$ cat config.mk
export PLATFORM = sky130hd
export DESIGN_NAME = ata_taskfile_regs
export DESIGN_NICKNAME = d
export VERILOG_FILES = /design/src/rtl/ata_tf_pkg.sv /design/src/rtl/ata_tf_decode.sv /design/src/rtl/ata_tf_regfile.sv /design/src/rtl/ata_tf_irq.sv /design/src/rtl/ata_tf_hostport.sv /design/src/rtl/ata_taskfile_regs.sv
export SDC_FILE = /design/constraint.sdc
export NUM_CORES = 1
export LEC_CHECK = 0
export ABC_AREA = 1
export BUFFER_PORTS_ARGS = -buffer_cell sky130_fd_sc_hd__buf_2
export CORE_ASPECT_RATIO = 1.1
export CORE_MARGIN = 2
export CORE_UTILIZATION = 50
export CTS_BUF_LIST = sky130_fd_sc_hd__clkbuf_8
export CTS_CLUSTER_SIZE = 14
export DETAILED_ROUTE_END_ITERATION = 16
export GPL_TIMING_DRIVEN = 0
export PLACE_DENSITY_LB_ADDON = 0.25
export SKIP_CTS_REPAIR_TIMING = 1
export SYNTH_ARGS = -nofsm -noshare
export SYNTH_HDL_FRONTEND = slang
export SYNTH_SLANG_ARGS = --single-unit
$ cat constraint.sdc
create_clock -name clk -period 1.46 [get_ports clk]
set_input_delay 0.073 -clock clk [delete_from_list [all_inputs] [get_ports clk]]
set_output_delay 0.073 -clock clk [all_outputs]
set_load 0.05 [all_outputs]
$ cat src/rtl/ata_tf_pkg.sv
package ata_tf_pkg;
  localparam int ADDR_W = 4;
  localparam int NUM_TF = 6;
  localparam int BSY_BIT = 7;
  localparam int DRQ_BIT = 3;
  localparam logic [7:0] STATUS_RST = 8'h50;
  localparam logic [7:0] ERROR_RST  = 8'h01;

  localparam logic [ADDR_W-1:0] A_DATA = 4'd0;
  localparam logic [ADDR_W-1:0] A_FEAT = 4'd1;
  localparam logic [ADDR_W-1:0] A_CMD  = 4'd7;
  localparam logic [ADDR_W-1:0] A_ALT  = 4'd14;

  localparam int TF_FEAT  = 0;
  localparam int TF_COUNT = 1;
  localparam int TF_LBA0  = 2;
  localparam int TF_LBA1  = 3;
  localparam int TF_LBA2  = 4;
  localparam int TF_DEV   = 5;

  typedef struct packed {
    logic              data_wr;
    logic              data_rd;
    logic [NUM_TF-1:0] tf_wr;
    logic              cmd_wr;
    logic              ctl_wr;
    logic              stat_rd;
  } hit_t;
endpackage

$ cat src/rtl/ata_tf_decode.sv
module ata_tf_decode
  import ata_tf_pkg::*;
(
  input  logic              bus_wr,
  input  logic              bus_rd,
  input  logic [ADDR_W-1:0] bus_addr,
  output hit_t              hit
);
  always_comb begin
    hit = '0;
    hit.data_wr = bus_wr && (bus_addr == A_DATA);
    hit.data_rd = bus_rd && (bus_addr == A_DATA);
    hit.cmd_wr  = bus_wr && (bus_addr == A_CMD);
    hit.ctl_wr  = bus_wr && (bus_addr == A_ALT);
    hit.stat_rd = bus_rd && (bus_addr == A_CMD);
    for (int i = 0; i < NUM_TF; i++)
      hit.tf_wr[i] = bus_wr && (bus_addr == A_FEAT + ADDR_W'(i));
  end
endmodule

$ cat src/rtl/ata_tf_regfile.sv
module ata_tf_regfile
  import ata_tf_pkg::*;
#(
  parameter int REG_W = 8
) (
  input  logic                         clk,
  input  logic                         rst,
  input  hit_t                         hit,
  input  logic [REG_W-1:0]             wbyte,
  input  logic                         eng_status_we,
  input  logic [REG_W-1:0]             eng_status,
  input  logic                         eng_error_we,
  input  logic [REG_W-1:0]             eng_error,
  output logic [NUM_TF-1:0][REG_W-1:0] tf_q,
  output logic [REG_W-1:0]             devctl_q,
  output logic [REG_W-1:0]             status_q,
  output logic [REG_W-1:0]             error_q,
  output logic                         cmd_stb,
  output logic [REG_W-1:0]             cmd_code,
  output logic                         wr_ok
);
  assign wr_ok = !status_q[BSY_BIT] && !status_q[DRQ_BIT];

  for (genvar i = 0; i < NUM_TF; i++) begin : g_tf
    always_ff @(posedge clk) begin
      if (rst)                        tf_q[i] <= '0;
      else if (hit.tf_wr[i] && wr_ok) tf_q[i] <= wbyte;
    end

    p_tf_drop_r3: assert property (@(posedge clk) disable iff (rst)
      (hit.tf_wr[i] && !wr_ok) |=> $stable(tf_q[i]))
      else $error("task-file write landed while blocked");
    p_tf_store_r2: assert property (@(posedge clk) disable iff (rst)
      (hit.tf_wr[i] && wr_ok) |=> (tf_q[i] == $past(wbyte)))
      else $error("permitted task-file write lost");
  end

  always_ff @(posedge clk) begin
    if (rst) begin
      devctl_q <= '0;
      status_q <= STATUS_RST;
      error_q  <= ERROR_RST;
      cmd_stb  <= 1'b0;
      cmd_code <= '0;
    end else begin
      if (hit.ctl_wr)    devctl_q <= wbyte;
      if (eng_status_we) status_q <= eng_status;
      if (eng_error_we)  error_q  <= eng_error;
      cmd_stb <= hit.cmd_wr && wr_ok;
      if (hit.cmd_wr && wr_ok) cmd_code <= wbyte;
    end
  end

  p_cmd_gate_r4: assert property (@(posedge clk) disable iff (rst)
    cmd_stb |-> $past(wr_ok))
    else $error("command issued while writes blocked");
  p_status_owner_r5: assert property (@(posedge clk) disable iff (rst)
    !eng_status_we |=> $stable(status_q))
    else $error("status changed without engine load");
endmodule

$ cat src/rtl/ata_tf_irq.sv
module ata_tf_irq (
  input  logic clk,
  input  logic rst,
  input  logic set_req,
  input  logic clr_req,
  output logic irq
);
  always_ff @(posedge clk) begin
    if (rst)          irq <= 1'b0;
    else if (set_req) irq <= 1'b1;
    else if (clr_req) irq <= 1'b0;
  end

  p_irq_set_r8: assert property (@(posedge clk) disable iff (rst)
    set_req |=> irq)
    else $error("interrupt request not latched");
  p_irq_clr_r7: assert property (@(posedge clk) disable iff (rst)
    (clr_req && !set_req) |=> !irq)
    else $error("interrupt not cleared");
  p_irq_hold_r8: assert property (@(posedge clk) disable iff (rst)
    (!clr_req && !set_req) |=> $stable(irq))
    else $error("interrupt changed without cause");
endmodule

$ cat src/rtl/ata_tf_hostport.sv
module ata_tf_hostport
  import ata_tf_pkg::*;
#(
  parameter int DATA_W = 16,
  parameter int REG_W  = 8
) (
  input  logic                         clk,
  input  logic                         rst,
  input  hit_t                         hit,
  input  logic                         bus_rd,
  input  logic [ADDR_W-1:0]            bus_addr,
  input  logic [DATA_W-1:0]            bus_wdata,
  input  logic [NUM_TF-1:0][REG_W-1:0] tf_q,
  input  logic [REG_W-1:0]             status_q,
  input  logic [REG_W-1:0]             error_q,
  input  logic [DATA_W-1:0]            buf_rdata,
  output logic [DATA_W-1:0]            bus_rdata,
  output logic                         buf_rd_stb,
  output logic                         buf_wr_stb,
  output logic [DATA_W-1:0]            buf_wdata
);
  localparam int PAD_W = DATA_W - REG_W;

  logic [DATA_W-1:0] rd_next;

  always_comb begin
    rd_next = '0;
    if (bus_addr == A_DATA)
      rd_next = buf_rdata;
    else if (bus_addr == A_FEAT)
      rd_next = {{PAD_W{1'b0}}, error_q};
    else if (bus_addr == A_CMD || bus_addr == A_ALT)
      rd_next = {{PAD_W{1'b0}}, status_q};
    else
      for (int i = 1; i < NUM_TF; i++)
        if (bus_addr == A_FEAT + ADDR_W'(i))
          rd_next = {{PAD_W{1'b0}}, tf_q[i]};
  end

  always_ff @(posedge clk) begin
    if (rst) begin
      bus_rdata  <= '0;
      buf_rd_stb <= 1'b0;
      buf_wr_stb <= 1'b0;
      buf_wdata  <= '0;
    end else begin
      if (bus_rd) bus_rdata <= rd_next;
      buf_rd_stb <= hit.data_rd;
      buf_wr_stb <= hit.data_wr;
      if (hit.data_wr) buf_wdata <= bus_wdata;
    end
  end

  p_rdata_hold_r10: assert property (@(posedge clk) disable iff (rst)
    !bus_rd |=> $stable(bus_rdata))
    else $error("read data moved without a read");
  p_bufrd_src_r9: assert property (@(posedge clk) disable iff (rst)
    buf_rd_stb |-> $past(bus_rd && bus_addr == A_DATA))
    else $error("pop strobe without data-port read");
  p_bufwr_src_r9: assert property (@(posedge clk) disable iff (rst)
    buf_wr_stb |-> $past(bus_wdata) == buf_wdata)
    else $error("pushed word differs from bus word");
endmodule

$ cat src/rtl/ata_taskfile_regs.sv
module ata_taskfile_regs
  import ata_tf_pkg::*;
#(
  parameter int DATA_W = 16,
  parameter int REG_W  = 8
) (
  input  logic              clk,
  input  logic              rst,
  input  logic [ADDR_W-1:0] bus_addr,
  input  logic              bus_wr,
  input  logic              bus_rd,
  input  logic [DATA_W-1:0] bus_wdata,
  output logic [DATA_W-1:0] bus_rdata,
  output logic              buf_rd_stb,
  output logic              buf_wr_stb,
  output logic [DATA_W-1:0] buf_wdata,
  input  logic [DATA_W-1:0] buf_rdata,
  output logic              cmd_stb,
  output logic [REG_W-1:0]  cmd_code,
  input  logic              eng_status_we,
  input  logic [REG_W-1:0]  eng_status,
  input  logic              eng_error_we,
  input  logic [REG_W-1:0]  eng_error,
  input  logic              eng_irq,
  output logic [REG_W-1:0]  tf_feature,
  output logic [REG_W-1:0]  tf_count,
  output logic [REG_W-1:0]  tf_lba0,
  output logic [REG_W-1:0]  tf_lba1,
  output logic [REG_W-1:0]  tf_lba2,
  output logic [REG_W-1:0]  tf_device,
  output logic [REG_W-1:0]  tf_devctl,
  output logic              dev_irq
);
  hit_t                         hit;
  logic [NUM_TF-1:0][REG_W-1:0] tf_q;
  logic [REG_W-1:0]             status_q;
  logic [REG_W-1:0]             error_q;
  logic                         wr_ok;

  ata_tf_decode u_dec (
    .bus_wr  (bus_wr),
    .bus_rd  (bus_rd),
    .bus_addr(bus_addr),
    .hit     (hit)
  );

  ata_tf_regfile #(.REG_W(REG_W)) u_regs (
    .clk          (clk),
    .rst          (rst),
    .hit          (hit),
    .wbyte        (bus_wdata[REG_W-1:0]),
    .eng_status_we(eng_status_we),
    .eng_status   (eng_status),
    .eng_error_we (eng_error_we),
    .eng_error    (eng_error),
    .tf_q         (tf_q),
    .devctl_q     (tf_devctl),
    .status_q     (status_q),
    .error_q      (error_q),
    .cmd_stb      (cmd_stb),
    .cmd_code     (cmd_code),
    .wr_ok        (wr_ok)
  );

  ata_tf_irq u_irq (
    .clk    (clk),
    .rst    (rst),
    .set_req(eng_irq),
    .clr_req(hit.stat_rd || (hit.cmd_wr && wr_ok)),
    .irq    (dev_irq)
  );

  ata_tf_hostport #(.DATA_W(DATA_W), .REG_W(REG_W)) u_host (
    .clk       (clk),
    .rst       (rst),
    .hit       (hit),
    .bus_rd    (bus_rd),
    .bus_addr  (bus_addr),
    .bus_wdata (bus_wdata),
    .tf_q      (tf_q),
    .status_q  (status_q),
    .error_q   (error_q),
    .buf_rdata (buf_rdata),
    .bus_rdata (bus_rdata),
    .buf_rd_stb(buf_rd_stb),
    .buf_wr_stb(buf_wr_stb),
    .buf_wdata (buf_wdata)
  );

  assign tf_feature = tf_q[TF_FEAT];
  assign tf_count   = tf_q[TF_COUNT];
  assign tf_lba0    = tf_q[TF_LBA0];
  assign tf_lba1    = tf_q[TF_LBA1];
  assign tf_lba2    = tf_q[TF_LBA2];
  assign tf_device  = tf_q[TF_DEV];
endmodule

==> reports/qor.csv, run 1 <==
metric;value;unit
Synth Area in XOR/XNOR;0;%
cell count of the worst reg-to-reg path;7;
clock tree root driver cell;clkbuf_8;
fin cells;937;
top_reg_cell synth;dfxtp_1;
dpl cell area;5485;um^2
crit path kind;reg2reg;
Slew headroom;66.56;%
Vias;5091;
#FFs+latches synth;116;
Period minus WS final;1.325;ns
Rows;36;
Yosys warning count;0;
met3 Resource Use GR;7.971;%
clk slew on worst S/H paths;0.07;ns
Adder-Cell Fraction of Synth Area;0;%
WL final;15.29;mm
DR WL/cell;16.31;um
max-cap viol count;0;
nets;871;
R2R Path Start;u_regs.status_q[3];
# IOs;159;
PwrDens;1095;nW/um^2
crit path DAT;1.64;ns
die height;104.2;um
post-synthesis sequential area ratio;50.91;%
synth top area cells;dfxtp_1, nor2_1, o21ai_0;
Hold WS;-0.06780;ns
Setup crit start kind;flip-flop;
Vias/cell;5.433;
Synth Cell Area;4562;um^2
die area;9905;um^2
TNS Setup;0;ns
final worst-path cycle share;90.76;%
f_max;0.7547;GHz
hpwl dp;10.16;mm
Synth top cells by count;nor2_1, dfxtp_1, o21ai_0;
global placement routability congestion;0.8578;
number of global-route vias before repair;4452;
die width;95.08;um
Max Slew Vio Count;0;
hold path depth;3;
Most Used Layer, Global Route;met2;
most instantiated library cell after synthesis;nor2_1;
Crit Path Max Fanout;10;
initial antenna violation count;0;
Setup crit end kind;flip-flop;
largest net degree at the start of global routing;17;
Finished Cell Area;6279;um^2
DR iter-0 viols;358;
First-pass DRT Iterations;5;
top cell type's share of synthesized area;50.91;%
Avg Inst Size Synth;7.641;um^2
Core ar.;8874;um^2
Post-Synth Simple-Gate Area;23.89;%
DRC errors left;0;
largest family of logic cells by synthesized area;simple AND/OR/NAND/NOR gates;
CP cell instances;nor2_2 -> nand2_2 -> nor2_1 -> inv_1 -> buf_2 -> o21ai_0 -> a21oi_1;
Longest Clk Path Bufs;2;
largest stage delay on the critical path;0.34;ns
Setup Skew;0.006157;ns
Mapped Cells;597;
worst r2r dst;u_regs.tf_q[37];
# port buffers;156;
unrepaired setup endpoints after global routing;false;
Fin. Hold Viols;2;
Yosys top cell by area;dfxtp_1;
Clk Latency, worst-skew pair;0.42;ns
H-Tree Depth;4;
Initial Util;51.41;%
Worst-Margin Slew;0.5016;ns
Distinct cells, synth;23;
worst hold path type;in2reg;
multiplexer share of the synthesized area;0;%
TritonCTS Sinks;116;
Max VDD drop;0.8010;mV
failing checks;hold timing;
M1 GR Usage;36.79;%
final setup vio count;0;
Syn Nets;656;
global-route wire length before repair;21.91;mm
total gr overflow;0;
Core Util, Final;70.76;%
cts bufs inserted;17;
Leak;2.876;nW
Post-synth EDFFs;0;
Compound-Gate Fraction of Synth Area;18.92;%
post-route ant nets;0;
proportion of layout cells with a drive suffix above 1;27.34;%
CP Data Required Time;1.77;ns
setup slack, reg-to-reg;0.13;ns
Post-Place Cells;867;
antenna cells;0;
Layout area overhead;37.63;%
CTS tree;yes;
Hold Path Sink;u_regs.error_q[5];
Global Route met2 Usage;45.12;%
Async S/R FF share, synth;0;%
hold_sp;eng_error[5];
gr usage total;28.60;%
status;finished with violations;
cell type of the slowest stage on the worst timing path;dfxtp_1;
[final cells by class]
cell class,count,area [um^2]
plain buffers,25,112.6
clock inverters,7,56.30
clock buffers,23,316.6
well taps,114,142.6
inverters,46,176.4
multi-input cells,410,1971
repair buffers,196,1181
flip-flops and latches,116,2322
fillers,725,2595
[registers in the layout, summed over array words and instances (netlist names)]
register / flops
u_host.buf_rd_stb: 1
u_host.buf_wdata: 16
u_host.buf_wr_stb: 1
u_host.bus_rdata: 16
u_irq.irq: 1
u_regs.cmd_code: 8
u_regs.cmd_stb: 1
u_regs.devctl_q: 8
u_regs.error_q: 8
u_regs.status_q: 8
u_regs.tf_q: 48
[per-layer routing]
layer | vias to the layer above | part of all wire, %
met4 | 0 | 3.9
met2 | 252 | 48
met3 | 49 | 7.8
met5 | - | 0
met1 | 2364 | 40
li1 | 2426 | -
[critical path, delay by kind of cell, from the launching register on]
kind,cells,cell delay (ns)
AND/OR/NAND/NOR,3,0.38
flip-flops,1,0.34
AO/OA/AOI/OAI,2,0.20
buffers and inverters,2,0.29
[power by group]
group / switching (mW) / total, mW / internal (mW)
sequential: 0.0441 / 3.29 / 3.25
clock: 1.20 / 2.77 / 1.57
combinational: 0.553 / 0.818 / 0.265
total: 1.79 / 6.88 / 5.08
[stage by stage]
step	setup WS (ns)	hold slack [ns]	total power, mW
after CTS	-0.01923	-0.1549	6.789
after global placement	-0.05721	0.2831	4.042
after global routing	0.02508	-0.001228	7.102
final	0.1349	-0.06780	6.878
after detailed placement	-0.1181	0.2929	4.060
after floorplan	0.2962	0.1734	3.795
[cells by family after synthesis]
logic type,count (synthesis)
AO/OA/AOI/OAI,160
AND/OR/NAND/NOR,250
buffers and inverters,71
flip-flops,116
[worst max path at each step]
stage                                  start                  to
after floorplan           u_regs.status_q[3]     u_regs.tf_q[30]
after global placement                   rst  u_regs.cmd_code[7]
after detailed placement                 rst      u_regs.tf_q[0]
after CTS                 u_regs.status_q[3]     u_regs.tf_q[29]
after global routing      u_regs.status_q[3]     u_regs.tf_q[38]
final                     u_regs.status_q[3]     u_regs.tf_q[37]
[cells in the final DEF (no fill, tap or decap), drive strengths merged]
| cell type | instances |
|---|---|
| clkbuf | 39 |
| nor3 | 2 |
| o211ai | 1 |
| a21oi | 65 |
| a32o | 8 |
| dlygate4sd3 | 40 |
| inv | 46 |
| clkinv | 6 |
| o21ai | 78 |
| nor2 | 136 |
| nand3 | 61 |
| buf | 165 |
| bufinv | 1 |
| dfxtp | 116 |
| a22oi | 8 |
| nand2 | 51 |
Power figures use the tool's default switching activity.
==> inputs of run 2 (changes only) <==
--- a/config.mk
+++ b/config.mk
@@ -6,7 +6,7 @@
 export NUM_CORES = 1
 export LEC_CHECK = 0
 export ABC_AREA = 1
-export BUFFER_PORTS_ARGS = -buffer_cell sky130_fd_sc_hd__buf_2
+export BUFFER_PORTS_ARGS = -buffer_cell sky130_fd_sc_hd__buf_4
 export CORE_ASPECT_RATIO = 1.1
 export CORE_MARGIN = 2
 export CORE_UTILIZATION = 50
==> reports/qor.csv, run 2 (synthesis gave the netlist of run 1 again) <==
metric;value;unit;change
Max Slew Vio Count;0;;unchanged
Setup crit end kind;flip-flop;;
TNS Setup;0;ns;unchanged
Leak;2.939;nW;+2.2%
pre-CTS setup slack;-0.09569;ns;+0.02243 ns
First-pass DRT Iterations;5;;unchanged
Largest regs;u_regs.tf_q x48, u_host.buf_wdata x16, u_host.bus_rdata x16;;
gr usage total;29.08;%;+0.48 points
Clk Latency, worst-skew pair;0.43;ns;about the same
combinational share of power;12.4;%;+0.5 points
initial antenna violation count;0;;unchanged
final worst-path cycle share;94.53;%;+3.8 points
CTS tree;yes;;
switch share;25.69;%;-0.41 points
Core ar.;8874;um^2;unchanged
DR iter-0 viols;343;;-4.2%
WL final;15.49;mm;+1.3%
DR WL/cell;16.44;um;+0.78%
clock tree root driver cell;clkbuf_8;;
global-route wire length before repair;22.20;mm;+1.3%
Reg with most FFs;u_regs.tf_q;;
antenna cells;0;;unchanged
Rows;36;;unchanged
proportion of layout cells with a drive suffix above 1;27.29;%;-0.044 points
commonest non-fill, non-tap cell in the layout;buf_4;;
Worst-Margin Slew;0.5671;ns;+0.06551 ns
H-Tree Depth;4;;unchanged
die area;9905;um^2;unchanged
unrepaired setup endpoints after global routing;false;;
# port buffers;156;;unchanged
# IOs;159;;unchanged
die height;104.2;um;unchanged
worst hold path type;in2reg;;
Fin. Hold Viols;2;;unchanged
crit path kind;reg2reg;;
DRC errors left;0;;unchanged
Internal Power;5.399;mW;+6.2%
total gr overflow;0;;unchanged
Hold WS;-0.01184;ns;+0.05596 ns
Period minus WS final;1.380;ns;+0.05506 ns
Initial Util;51.41;%;unchanged
max-cap viol count;0;;unchanged
TritonCTS Sinks;116;;unchanged
die width;95.08;um;unchanged
post-route ant nets;0;;unchanged
largest net degree at the start of global routing;17;;unchanged
status;finished with violations;;
cts bufs inserted;17;;unchanged
f_max;0.7246;GHz;-4.0%
Slew headroom;62.20;%;-4.4 points
PwrDens;1078;nW/um^2;-1.6%
Vias/cell;5.368;;-1.2%
Vias;5057;;-0.67%
final setup margin;0.07985;ns;-0.05506 ns
Longest Clk Path Bufs;2;;unchanged
Setup crit start kind;flip-flop;;
global placement routability congestion;0.9345;;+8.9%
most frequent cells in the layout;buf_4, nor2_1, dfxtp_1;;
Seq pwr share;45.3;%;-2.5 points
clk slew on worst S/H paths;0.07;ns;about the same
hpwl dp;10.41;mm;+2.5%
Max VDD drop;0.6990;mV;-13%
crit path DAT;1.70;ns;+0.06 ns
nets;875;;+0.46%
max reg flops;48;;unchanged
P_sw;1.867;mW;+4.0%
CP Data Required Time;1.78;ns;about the same
failing checks;hold timing;;
Setup Skew;0.01042;ns;+0.004267 ns
clock share of power;42.3;%;+2.0 points
Crit Path Max Fanout;10;;unchanged
final setup vio count;0;;unchanged
number of global-route vias before repair;4545;;+2.1%
Layout area overhead;47.78;%;
==> run 2: layout make-up <==
| cell class | count | area (um^2) |
|---|---|---|
| fillers | 637 | 2132 |
| repair buffers | 200 | 1612 |
| flip-flops and latches | 116 | 2322 |
| clock buffers | 17 | 234.0 |
| multi-input cells | 410 | 1971 |
| plain buffers | 25 | 112.6 |
| clock inverters | 14 | 171.4 |
| well taps | 114 | 142.6 |
| inverters | 46 | 176.4 |
==> run 2: metrics by stage <==
| step | std cells | total power [mW] | utilization, % | hold slack [ns] | area (um^2) |
|---|---|---|---|---|---|
| final | 942 | 7.266 | 75.97 | -0.01184 | 6741 |
| after global routing | 942 | 7.510 | 75.97 | 0.001061 | 6741 |
| after CTS | 898 | 7.145 | 70.78 | -0.1688 | 6281 |
| after detailed placement | 867 | 4.130 | 66.22 | 0.2802 | 5876 |
| after global placement | 867 | 4.113 | 66.22 | 0.2765 | 5876 |
| after floorplan | 597 | 3.795 | - | 0.1734 | 4562 |
==> run 2: layer usage <==
metal / track usage, % / wire (um)
met3: 9.348 / 1262
met2: 45.22 / 7600
met1: 36.23 / 6053
met4: 13.46 / 571
met5: 0 / 0
==> run 2: worst max-delay path, cell delays in order, from the launching register on <==
cell	delay (ns)
dfxtp_1	0.34
nor2_2	0.15
nand2_2	0.13
nor2_1	0.13
inv_1	0.11
buf_2	0.19
o21ai_0	0.16
a21oi_1	0.05
==> run 2: worst paths after layout <==
path                           start                   to  slack, ns  cells past startpoint
setup / recovery  u_regs.status_q[3]      u_regs.tf_q[38]       0.08                      7
hold / removal          buf_rdata[6]  u_host.bus_rdata[6]      -0.01                      3
setup reg to reg  u_regs.status_q[3]      u_regs.tf_q[38]       0.08                      7
hold reg to reg   u_regs.devctl_q[2]   u_regs.devctl_q[2]       0.45                      2
==> run 2: power groups by stage <==
stage | Combinational [mW] | Clock [mW] | Sequential, mW
floorplan | 0.279 | 0 | 3.52
global placement | 0.758 | 0 | 3.36
detailed placement | 0.772 | 0 | 3.36
CTS | 0.777 | 3.08 | 3.29
global route | 0.960 | 3.25 | 3.30
finish | 0.899 | 3.08 | 3.29
